### src/rtl/ea_pkg.sv
package ea_pkg;
  typedef enum logic [3:0] {
    AM_IMM   = 4'd0,
    AM_ZP    = 4'd1,
    AM_ZPX   = 4'd2,
    AM_ZPY   = 4'd3,
    AM_ABS   = 4'd4,
    AM_ABSX  = 4'd5,
    AM_ABSY  = 4'd6,
    AM_PREX  = 4'd7,
    AM_POSTY = 4'd8,
    AM_REL   = 4'd9
  } am_e;

  typedef enum logic [1:0] {
    S_IDLE = 2'd0,
    S_PLO  = 2'd1,
    S_PHI  = 2'd2
  } seq_e;
endpackage

### src/rtl/ea_rst_sync.sv
module ea_rst_sync (
  input  logic clk,
  input  logic rst_n,
  output logic rst_n_sync
);
  logic [1:0] sync_q;

  always_ff @(posedge clk or negedge rst_n) begin
    if (!rst_n) sync_q <= 2'b00;
    else        sync_q <= {sync_q[0], 1'b1};
  end

  assign rst_n_sync = sync_q[1];
endmodule

### src/rtl/ea_addr_math.sv
module ea_addr_math
  import ea_pkg::*;
#(
  parameter int DW = 8
) (
  input  logic [3:0]      mode_i,
  input  logic [2*DW-1:0] pc_i,
  input  logic [DW-1:0]   lo_i,
  input  logic [DW-1:0]   hi_i,
  input  logic [DW-1:0]   x_i,
  input  logic [DW-1:0]   y_i,
  output logic [2*DW-1:0] ea_o,
  output logic [DW-1:0]   ptr_o,
  output logic            use_ptr_o,
  output logic            post_o,
  output logic            bad_o
);
  localparam int AW = 2 * DW;

  logic [DW-1:0] zp_x, zp_y;
  logic [AW-1:0] base, rel_off, zext_x, zext_y;

  assign zp_x    = lo_i + x_i;
  assign zp_y    = lo_i + y_i;
  assign base    = {hi_i, lo_i};
  assign rel_off = {{DW{lo_i[DW-1]}}, lo_i};
  assign zext_x  = {{DW{1'b0}}, x_i};
  assign zext_y  = {{DW{1'b0}}, y_i};

  always_comb begin
    ea_o      = '0;
    ptr_o     = '0;
    use_ptr_o = 1'b0;
    post_o    = 1'b0;
    bad_o     = 1'b0;
    case (mode_i)
      AM_IMM:   ea_o = pc_i + AW'(1);
      AM_ZP:    ea_o = {{DW{1'b0}}, lo_i};
      AM_ZPX:   ea_o = {{DW{1'b0}}, zp_x};
      AM_ZPY:   ea_o = {{DW{1'b0}}, zp_y};
      AM_ABS:   ea_o = base;
      AM_ABSX:  ea_o = base + zext_x;
      AM_ABSY:  ea_o = base + zext_y;
      AM_REL:   ea_o = pc_i + AW'(2) + rel_off;
      AM_PREX: begin
        use_ptr_o = 1'b1;
        ptr_o     = zp_x;
      end
      AM_POSTY: begin
        use_ptr_o = 1'b1;
        post_o    = 1'b1;
        ptr_o     = lo_i;
      end
      default:  bad_o = 1'b1;
    endcase
  end
endmodule

### src/rtl/ea_fetch_seq.sv
module ea_fetch_seq
  import ea_pkg::*;
#(
  parameter int DW = 8
) (
  input  logic            clk,
  input  logic            rst_n,
  input  logic            start_i,
  input  logic            use_ptr_i,
  input  logic            post_i,
  input  logic            bad_i,
  input  logic [2*DW-1:0] direct_i,
  input  logic [DW-1:0]   ptr_i,
  input  logic [DW-1:0]   y_i,
  input  logic            mem_valid_i,
  input  logic [DW-1:0]   mem_rdata_i,
  output logic            mem_req_o,
  output logic [2*DW-1:0] mem_addr_o,
  output logic            busy_o,
  output logic            done_o,
  output logic [2*DW-1:0] ea_o,
  output logic            err_o
);
  localparam int AW = 2 * DW;

  seq_e          st_q, st_d;
  logic [DW-1:0] ptr_q, ptr_d, lo_q, lo_d, y_q, y_d;
  logic          post_q, post_d;
  logic [AW-1:0] ea_q, ea_d;
  logic          done_q, done_d, err_q, err_d;
  logic          cap_en, lo_en, ea_en;
  logic [AW-1:0] post_add;

  assign post_add = post_q ? {{DW{1'b0}}, y_q} : '0;

  always_comb begin
    st_d   = st_q;
    ptr_d  = ptr_q;
    lo_d   = lo_q;
    y_d    = y_q;
    post_d = post_q;
    ea_d   = ea_q;
    done_d = 1'b0;
    err_d  = 1'b0;
    cap_en = 1'b0;
    lo_en  = 1'b0;
    ea_en  = 1'b0;
    case (st_q)
      S_IDLE: begin
        if (start_i) begin
          if (bad_i) begin
            ea_d   = '0;
            ea_en  = 1'b1;
            err_d  = 1'b1;
            done_d = 1'b1;
          end else if (use_ptr_i) begin
            st_d   = S_PLO;
            ptr_d  = ptr_i;
            post_d = post_i;
            y_d    = y_i;
            cap_en = 1'b1;
          end else begin
            ea_d   = direct_i;
            ea_en  = 1'b1;
            done_d = 1'b1;
          end
        end
      end
      S_PLO: begin
        if (mem_valid_i) begin
          lo_d   = mem_rdata_i;
          ptr_d  = ptr_q + 1'b1;
          lo_en  = 1'b1;
          cap_en = 1'b1;
          st_d   = S_PHI;
        end
      end
      S_PHI: begin
        if (mem_valid_i) begin
          ea_d   = {mem_rdata_i, lo_q} + post_add;
          ea_en  = 1'b1;
          done_d = 1'b1;
          st_d   = S_IDLE;
        end
      end
      default: st_d = S_IDLE;
    endcase
  end

  always_ff @(posedge clk or negedge rst_n) begin
    if (!rst_n) begin
      st_q   <= S_IDLE;
      ptr_q  <= '0;
      lo_q   <= '0;
      y_q    <= '0;
      post_q <= 1'b0;
      ea_q   <= '0;
      done_q <= 1'b0;
      err_q  <= 1'b0;
    end else begin
      st_q   <= st_d;
      done_q <= done_d;
      err_q  <= err_d;
      if (cap_en) begin
        ptr_q  <= ptr_d;
        y_q    <= y_d;
        post_q <= post_d;
      end
      if (lo_en) lo_q <= lo_d;
      if (ea_en) ea_q <= ea_d;
    end
  end

  assign mem_req_o  = (st_q != S_IDLE);
  assign mem_addr_o = {{DW{1'b0}}, ptr_q};
  assign busy_o     = (st_q != S_IDLE);
  assign done_o     = done_q;
  assign ea_o       = ea_q;
  assign err_o      = err_q;
endmodule

### src/rtl/eff_addr_unit.sv
module eff_addr_unit #(
  parameter int DW = 8,
  localparam int AW = 2 * DW
) (
  input  logic          clk,
  input  logic          rst_n,
  input  logic          start,
  input  logic [3:0]    mode,
  input  logic [AW-1:0] op_pc,
  input  logic [DW-1:0] opnd_lo,
  input  logic [DW-1:0] opnd_hi,
  input  logic [DW-1:0] idx_x,
  input  logic [DW-1:0] idx_y,
  input  logic [DW-1:0] mem_rdata,
  input  logic          mem_valid,
  output logic          mem_req,
  output logic [AW-1:0] mem_addr,
  output logic          busy,
  output logic          done,
  output logic [AW-1:0] ea,
  output logic          mode_err
);
  logic          rst_n_int;
  logic [AW-1:0] direct_ea;
  logic [DW-1:0] ptr_zp;
  logic          use_ptr, post_y, bad_mode;

  ea_rst_sync u_rst (
    .clk        (clk),
    .rst_n      (rst_n),
    .rst_n_sync (rst_n_int)
  );

  ea_addr_math #(.DW(DW)) u_math (
    .mode_i    (mode),
    .pc_i      (op_pc),
    .lo_i      (opnd_lo),
    .hi_i      (opnd_hi),
    .x_i       (idx_x),
    .y_i       (idx_y),
    .ea_o      (direct_ea),
    .ptr_o     (ptr_zp),
    .use_ptr_o (use_ptr),
    .post_o    (post_y),
    .bad_o     (bad_mode)
  );

  ea_fetch_seq #(.DW(DW)) u_seq (
    .clk         (clk),
    .rst_n       (rst_n_int),
    .start_i     (start),
    .use_ptr_i   (use_ptr),
    .post_i      (post_y),
    .bad_i       (bad_mode),
    .direct_i    (direct_ea),
    .ptr_i       (ptr_zp),
    .y_i         (idx_y),
    .mem_valid_i (mem_valid),
    .mem_rdata_i (mem_rdata),
    .mem_req_o   (mem_req),
    .mem_addr_o  (mem_addr),
    .busy_o      (busy),
    .done_o      (done),
    .ea_o        (ea),
    .err_o       (mode_err)
  );
endmodule

### config.mk
export PLATFORM = sky130hd
export DESIGN_NAME = eff_addr_unit
export DESIGN_NICKNAME = d
export VERILOG_FILES = /design/src/rtl/ea_pkg.sv /design/src/rtl/ea_rst_sync.sv /design/src/rtl/ea_addr_math.sv /design/src/rtl/ea_fetch_seq.sv /design/src/rtl/eff_addr_unit.sv
export SDC_FILE = /design/constraint.sdc
export NUM_CORES = 1
export LEC_CHECK = 0
export BUFFER_PORTS_ARGS = -buffer_cell sky130_fd_sc_hd__buf_4
export CAP_MARGIN = 20
export CORE_UTILIZATION = 55
export DETAILED_ROUTE_END_ITERATION = 12
export GPL_TIMING_DRIVEN = 0
export PLACE_DENSITY_LB_ADDON = 0.2
export SETUP_SLACK_MARGIN = 0.3
export SLEW_MARGIN = 30
export SYNTH_ARGS = -nofsm -noshare
export SYNTH_HDL_FRONTEND = slang
export SYNTH_SLANG_ARGS = --single-unit
### constraint.sdc
create_clock -name clk -period 1.7 [get_ports clk]
set_input_delay 0.17 -clock clk [delete_from_list [all_inputs] [get_ports clk]]
set_output_delay 0.17 -clock clk [all_outputs]
set_load 0.03 [all_outputs]
==> impl_metrics.ini, run 1 <==
[status]
status = finished with violations
violations = negative setup slack

[logic_synthesis]
syn_area_sq_um = 5700
yosysWarningCount = 0
synth-main-ff-cell = dfrtp_1
ys_seq_area_frac = 0.206
avgSynthCellArea_sq_um = 8.49
synth_cell_types = 80
synth-async-reset-ratio = 1.00
syn_inst = 671
synth_seq_cells = 47
synth_edf_count = 0

[die]
start_util = 0.575
dieWidth_um = 104
row_count = 36
die_area_sq_um = 10800
ios = 100
core_region_area_sq_um = 9910
die_y_um = 104

[final_layout]
final_util = 0.772
num_antenna_cells = 0
drive_above_1_share = 0.333
nets = 937
area_delta_synth_final_pct = 34.2
nFillCells = 727

[routing]
viasPerCell = 6.42
antenna_left = 0
wirelength_um = 18900
avgRoutedWirePerCell_um = 20.2
drt-initial-drc-count = 529
dr_total_vias = 6033
drt-pass1-iter-count = 5
drc = 0

[timing]
final.period_utilization = 1.56
rsz0062_at_grt = true
drv_slew = 0
worstMarginPinSlew_ps = 820
max-slew-margin-rel = 0.449
hold_violations = 0
min_period_ps = 2650
finClkSkew_ps = 12.3
fmax_ghz = 0.377
fin_ws_ps = -951
finalSetupViolCount = 21

[clock_tree]
clockBufferDepth = 2
clock-root-buffer = clkbuf_8
clk_pin_slew_ps = 90
ctsHtreeMaxLevel = 2
cts_buffers = 5
insertion_delay_ps = 320
cts_tree = done
clkSinkCount = 47

[global_route]
grt_max_degree = 46
gr-usage-all-layers = 0.341
grt_pass1_vias = 5771
grt_pass1_wl_um = 29400
antenna_found_initial = 0
grt_overflow = 0

[worst_hold_path]
worstHoldStart = mem_rdata[7]
holdCritPathClass = primary input to flip-flop

[job]
drv_cap = 0

[worst_setup_path]
critPathLaunch = mode[3]
critPathRequiredTime_ps = 1900
cp_data_arrival_time_ps = 2850
r2r-start = u_seq.post_q
end_kind = flip-flop
critPathLaunchType = primary input
crit_type = primary input to flip-flop
critPathMaxFanout = 8

[placement]
numPortBuffers = 88
hpwl_um = 14100
place_congestion = 0.986

[power_and_ir_drop]
p_total_mw = 5.79
pwr_density_cell_nw_per_um2 = 758
p_leak_nw = 3.35
vdd_drop_max_mv = 0.473
## cells by family (layout without fill, tap and decap cells)
group,Yosys count,count (layout),share of synthesized area
and+or+nand+nor,197,197,0.185
AOI/OAI and AO/OA,219,219,0.258
xor gates and xnor gates,60,60,0.0947
DFF,47,47,0.206
muxes,26,26,0.0512
adders and majority gates,68,68,0.156
buffers and inverters,52,180,0.0474
other,2,9,0.00132
## per-layer routing
layer  up-vias  GRT usage  wire length (um)
met5         -          0                 0
met4         0      0.122               530
met3        48     0.0579              1570
met2       301      0.579              9210
met1      2914      0.437              7610
li1       2770          -                 -
## final cells by class
cell class              instances  area, sq um  share of cell area
clock inverters                 1         7.51            0.000982
well taps                     133          166              0.0218
flip-flops and latches         47         1180               0.154
clock buffers                   7         96.3              0.0126
multi-input cells             579         4830               0.631
repair buffers                120          973               0.127
plain buffers                  33          318              0.0416
inverters                      19         76.3             0.00998
## synthesized netlist by cell type (10+ instances only)
cell | number | area, sq um
xnor2_1 | 42 | 368
buf_4 | 10 | 75.1
ha_1 | 63 | 788
xor2_1 | 17 | 149
dfrtp_1 | 47 | 1180
nor2_1 | 41 | 154
a31oi_1 | 15 | 93.8
o21ai_0 | 35 | 175
nand2_1 | 43 | 161
o21ai_1 | 10 | 50.1
mux2_2 | 25 | 282
and2_1 | 12 | 75.1
nand3_1 | 20 | 100
a21oi_1 | 51 | 255
clkbuf_1 | 12 | 45.0
nor2b_1 | 10 | 62.6
inv_1 | 18 | 67.6
a21o_1 | 18 | 135
nor3_1 | 16 | 80.1
## critical path, cell delays in order
cell      delay, ps
buf_8           100
nand2b_4        140
nor3b_4         210
buf_12          170
mux2_4          320
ha_4            170
inv_2            50
fa_2            190
nand3b_1        130
nand2_2          90
a211oi_4        370
nor2_1          100
xor2_1          190
a221oi_2        340
o22ai_1         100
## layout by cell type (no fill, tap or decap), types with 7 or more instances in the layout
cell	instances
buf_4	116
ha_1	54
dfrtp_1	45
nand2_1	40
a21oi_1	40
nor2_1	39
xnor2_1	37
o21ai_0	28
a21o_1	18
nand3_1	18
xor2_1	17
nor3_1	16
inv_1	15
mux2_4	14
o21ai_1	13
buf_6	12
and2_1	12
a21oi_2	12
mux2_2	11
a31oi_1	11
ha_4	9
conb_1	9
and3_1	8
nor2b_1	8
nand4_1	8
a22oi_1	8
o21a_1	7
clkbuf_8	7
## registers in the layout, summed over array words and instances (netlist names)
| name | cells |
|---|---|
| u_seq.err_o | 1 |
| u_seq.ptr_q | 8 |
| u_seq.st_q | 2 |
| u_seq.ea_o | 16 |
| u_seq.done_o | 1 |
| u_seq.y_q | 8 |
| u_seq.post_q | 1 |
| u_seq.lo_q | 8 |
| u_rst.sync_q | 2 |
## final timing paths
check / endpoint / slack [ps] / cells past startpoint
min: u_seq.lo_q[7] / 120 / 2
max: u_seq.ea_o[10] / -950 / 15
max reg2reg: u_seq.ea_o[14] / -750 / 10
max in group asynchronous: u_seq.post_q / 930 / 0
min reg2reg: u_seq.y_q[2] / 340 / 0
min in group asynchronous: u_rst.sync_q[0] / 170 / 2
## stage by stage
step / setup WS, ps / instances / hold WS [ps] / instance area [sq um] / setup TNS, ps
6_report: -951 / 939 / 122 / 7650 / -12400
5_1_grt: -1040 / 939 / 118 / 7650 / -14100
4_1_cts: -873 / 930 / 113 / 7420 / -10250
3_5_place_dp: -1770 / 899 / -43.5 / 6690 / -28250
3_3_place_gp: -1740 / 899 / -47.5 / 6690 / -27220
2_1_floorplan: -1130 / 678 / -126 / 5860 / -13750
## where the power goes
group	switching (mW)	internal, mW	leakage, nW
clock	0.405	0.371	0.0505
sequential	0.293	1.43	0.579
combinational	1.79	1.51	2.72
total	2.48	3.31	3.35
## timing repair
action / 4_1_cts / 5_1_grt
pin swaps: 46 / 26
hold buffers: 1 / 0
hold endpoints to repair: 2 / 0
buffers inserted: 22 / 9
setup endpoints to repair: 45 / 45
resized for setup: 97 / 29
cloned: 0 / 0
No activity file was read; power rests on OpenSTA's default activity.
==> run 2, diff against run 1 <==
--- a/config.mk
+++ b/config.mk
@@ -5,7 +5,7 @@
 export SDC_FILE = /design/constraint.sdc
 export NUM_CORES = 1
 export LEC_CHECK = 0
-export BUFFER_PORTS_ARGS = -buffer_cell sky130_fd_sc_hd__buf_4
+export BUFFER_PORTS_ARGS = -buffer_cell sky130_fd_sc_hd__buf_2
 export CAP_MARGIN = 20
 export CORE_UTILIZATION = 55
 export DETAILED_ROUTE_END_ITERATION = 12
==> impl_metrics.ini, run 2 (synthesis gave the netlist of run 1 again) <==
[worst_setup_path]
crit_end = u_seq.ea_o[10]
critical_path.top_delay_family = compound AO/OA/AOI/OAI gates
cp_slowest_stage_delay_ps = 360
crit_cells = 16
critPathMaxFanout = 8
cpMaxStageDelayCell = a211oi_4
end_kind = flip-flop
critPathLaunch = mode[2]
r2r_slack_ps = -770
cp_cell_sequence = buf_8 > buf_8 > nand2b_4 > nor3b_4 > buf_12 > mux2_4 > ha_4 > inv_2 > fa_2 > nand3b_1 > nand2_2 > a211oi_4 > nor2_1 > xor2_1 > a221oi_2 > o22ai_1
r2r-start = u_seq.post_q
critPathLaunchType = primary input
crit_type = primary input to flip-flop
critPathRequiredTime_ps = 1890
crit_top_cell = buf_8
reg2reg_depth = 10
cp_data_arrival_time_ps = 2880
worst-path-buf-inv = 4
r2r-end = u_seq.ea_o[13]

[final_layout]
finalInstanceArea_sq_um = 7670
largest_reg_flops = 16
layout_common_cells = buf_2, ha_1, dfrtp_1
nFillCells = 643
area_delta_synth_final_pct = 34.6
nets = 950
num_antenna_cells = 0
drive_above_1_share = 0.355
layout_commonest_cell = buf_2

[routing]
antenna_left = 0
avgRoutedWirePerCell_um = 21.3
dr_total_vias = 6296
drt-pass1-iter-count = 5
drc = 0
wirelength_um = 20200
viasPerCell = 6.61
drt-initial-drc-count = 722

[die]
row_count = 36
ios = 100
start_util = 0.575
die_area_sq_um = 10800
die_y_um = 104
dieWidth_um = 104
core_region_area_sq_um = 9910

[timing]
rsz0062_at_grt = true
finalSetupViolCount = 23
worstMarginPinSlew_ps = 896
finClkSkew_ps = 13.2
final.period_utilization = 1.58
max-slew-margin-rel = 0.398
drv_slew = 0
tns_ps = -13420
fin_ws_ps = -994
min_period_ps = 2690
hold_violations = 0
fmax_ghz = 0.371

[clock_tree]
insertion_delay_ps = 320
clkSinkCount = 47
cts_buffers = 5
clock-root-buffer = clkbuf_8
cts_tree = done
clk_pin_slew_ps = 90
clockBufferDepth = 2
ctsHtreeMaxLevel = 2

[power_and_ir_drop]
pwr_density_cell_nw_per_um2 = 751
p_leak_nw = 3.40
vdd_drop_max_mv = 0.547
p_total_mw = 5.76

[global_route]
grt_overflow = 0
antenna_found_initial = 0
grt_pass1_wl_um = 30200
gr-usage-all-layers = 0.352
grt_pass1_vias = 5999
grt_max_degree = 46

[placement]
hpwl_um = 14000
placed_area_sq_um = 6470
place_ws_ps = -1840
numPortBuffers = 88
place_congestion = 0.941

[status]
violations = negative setup slack
status = finished with violations

[job]
drv_cap = 0

[worst_hold_path]
holdCritPathClass = primary input to flip-flop
[run 2: metrics by stage]
stage | cells | hold WS [ps] | util
floorplan | 678 | -126 | -
CTS | 938 | 131 | 0.740
finish | 952 | 141 | 0.774
global placement | 899 | -44.7 | 0.653
global route | 952 | 143 | 0.774
detailed placement | 899 | -40.4 | 0.653
[run 2: area by class of cell]
| cell class | count | area, sq um | area share |
|---|---|---|---|
| repair buffers | 132 | 878 | 0.115 |
| clock buffers | 6 | 72.6 | 0.00946 |
| multi-input cells | 580 | 4950 | 0.646 |
| flip-flops and latches | 47 | 1180 | 0.154 |
| inverters | 19 | 83.8 | 0.0109 |
| clock inverters | 2 | 12.5 | 0.00163 |
| well taps | 133 | 166 | 0.0217 |
| plain buffers | 33 | 323 | 0.0421 |
[run 2: power by group]
part / leakage, nW / internal [mW] / switching (mW)
Clock: 0.0412 / 0.288 / 0.402
Sequential: 0.581 / 1.43 / 0.304
Combinational: 2.78 / 1.47 / 1.87
[run 2: worst register-to-register path, stage by stage, from the launching register on]
cell and delay, ps:
dfrtp_1 420, buf_4 160, and2_1 140, ha_1 360, o21ai_0 140, o21ai_1 190
a31o_2 230, nand4_1 130, xnor2_1 180, a221oi_2 300, a21oi_1 90
[run 2: layer usage]
metal,GRT usage,share of wire,up-vias
met2,0.599,0.48,400
met5,0,0,-
li1,-,-,2820
met1,0.441,0.38,2991
met3,0.0548,0.088,85
met4,0.157,0.045,0
[run 2: worst min-delay path by stage]
| stage | startpoint | end | slack, ps | depth (start not counted) |
|---|---|---|---|---|
| final | mem_rdata[2] | u_seq.lo_q[2] | 140 | 2 |
| after global routing | mem_rdata[7] | u_seq.lo_q[7] | 140 | 2 |
| after CTS | mem_rdata[7] | u_seq.lo_q[7] | 130 | 2 |
| after detailed placement | rst_n | u_rst.sync_q[0] | -40 | 1 |
| after global placement | rst_n | u_rst.sync_q[0] | -40 | 1 |
| after floorplan | rst_n | u_rst.sync_q[0] | -130 | 0 |
[run 2: timing repair]
item | in CTS | in global routing
endpoints found under the hold margin | 2 | 0
buffers inserted | 27 | 13
hold buffers | 1 | 0
gates cloned | 3 | 1
pin swaps | 33 | 29
endpoints found under the setup margin | 45 | 43
resized for setup | 116 | 51
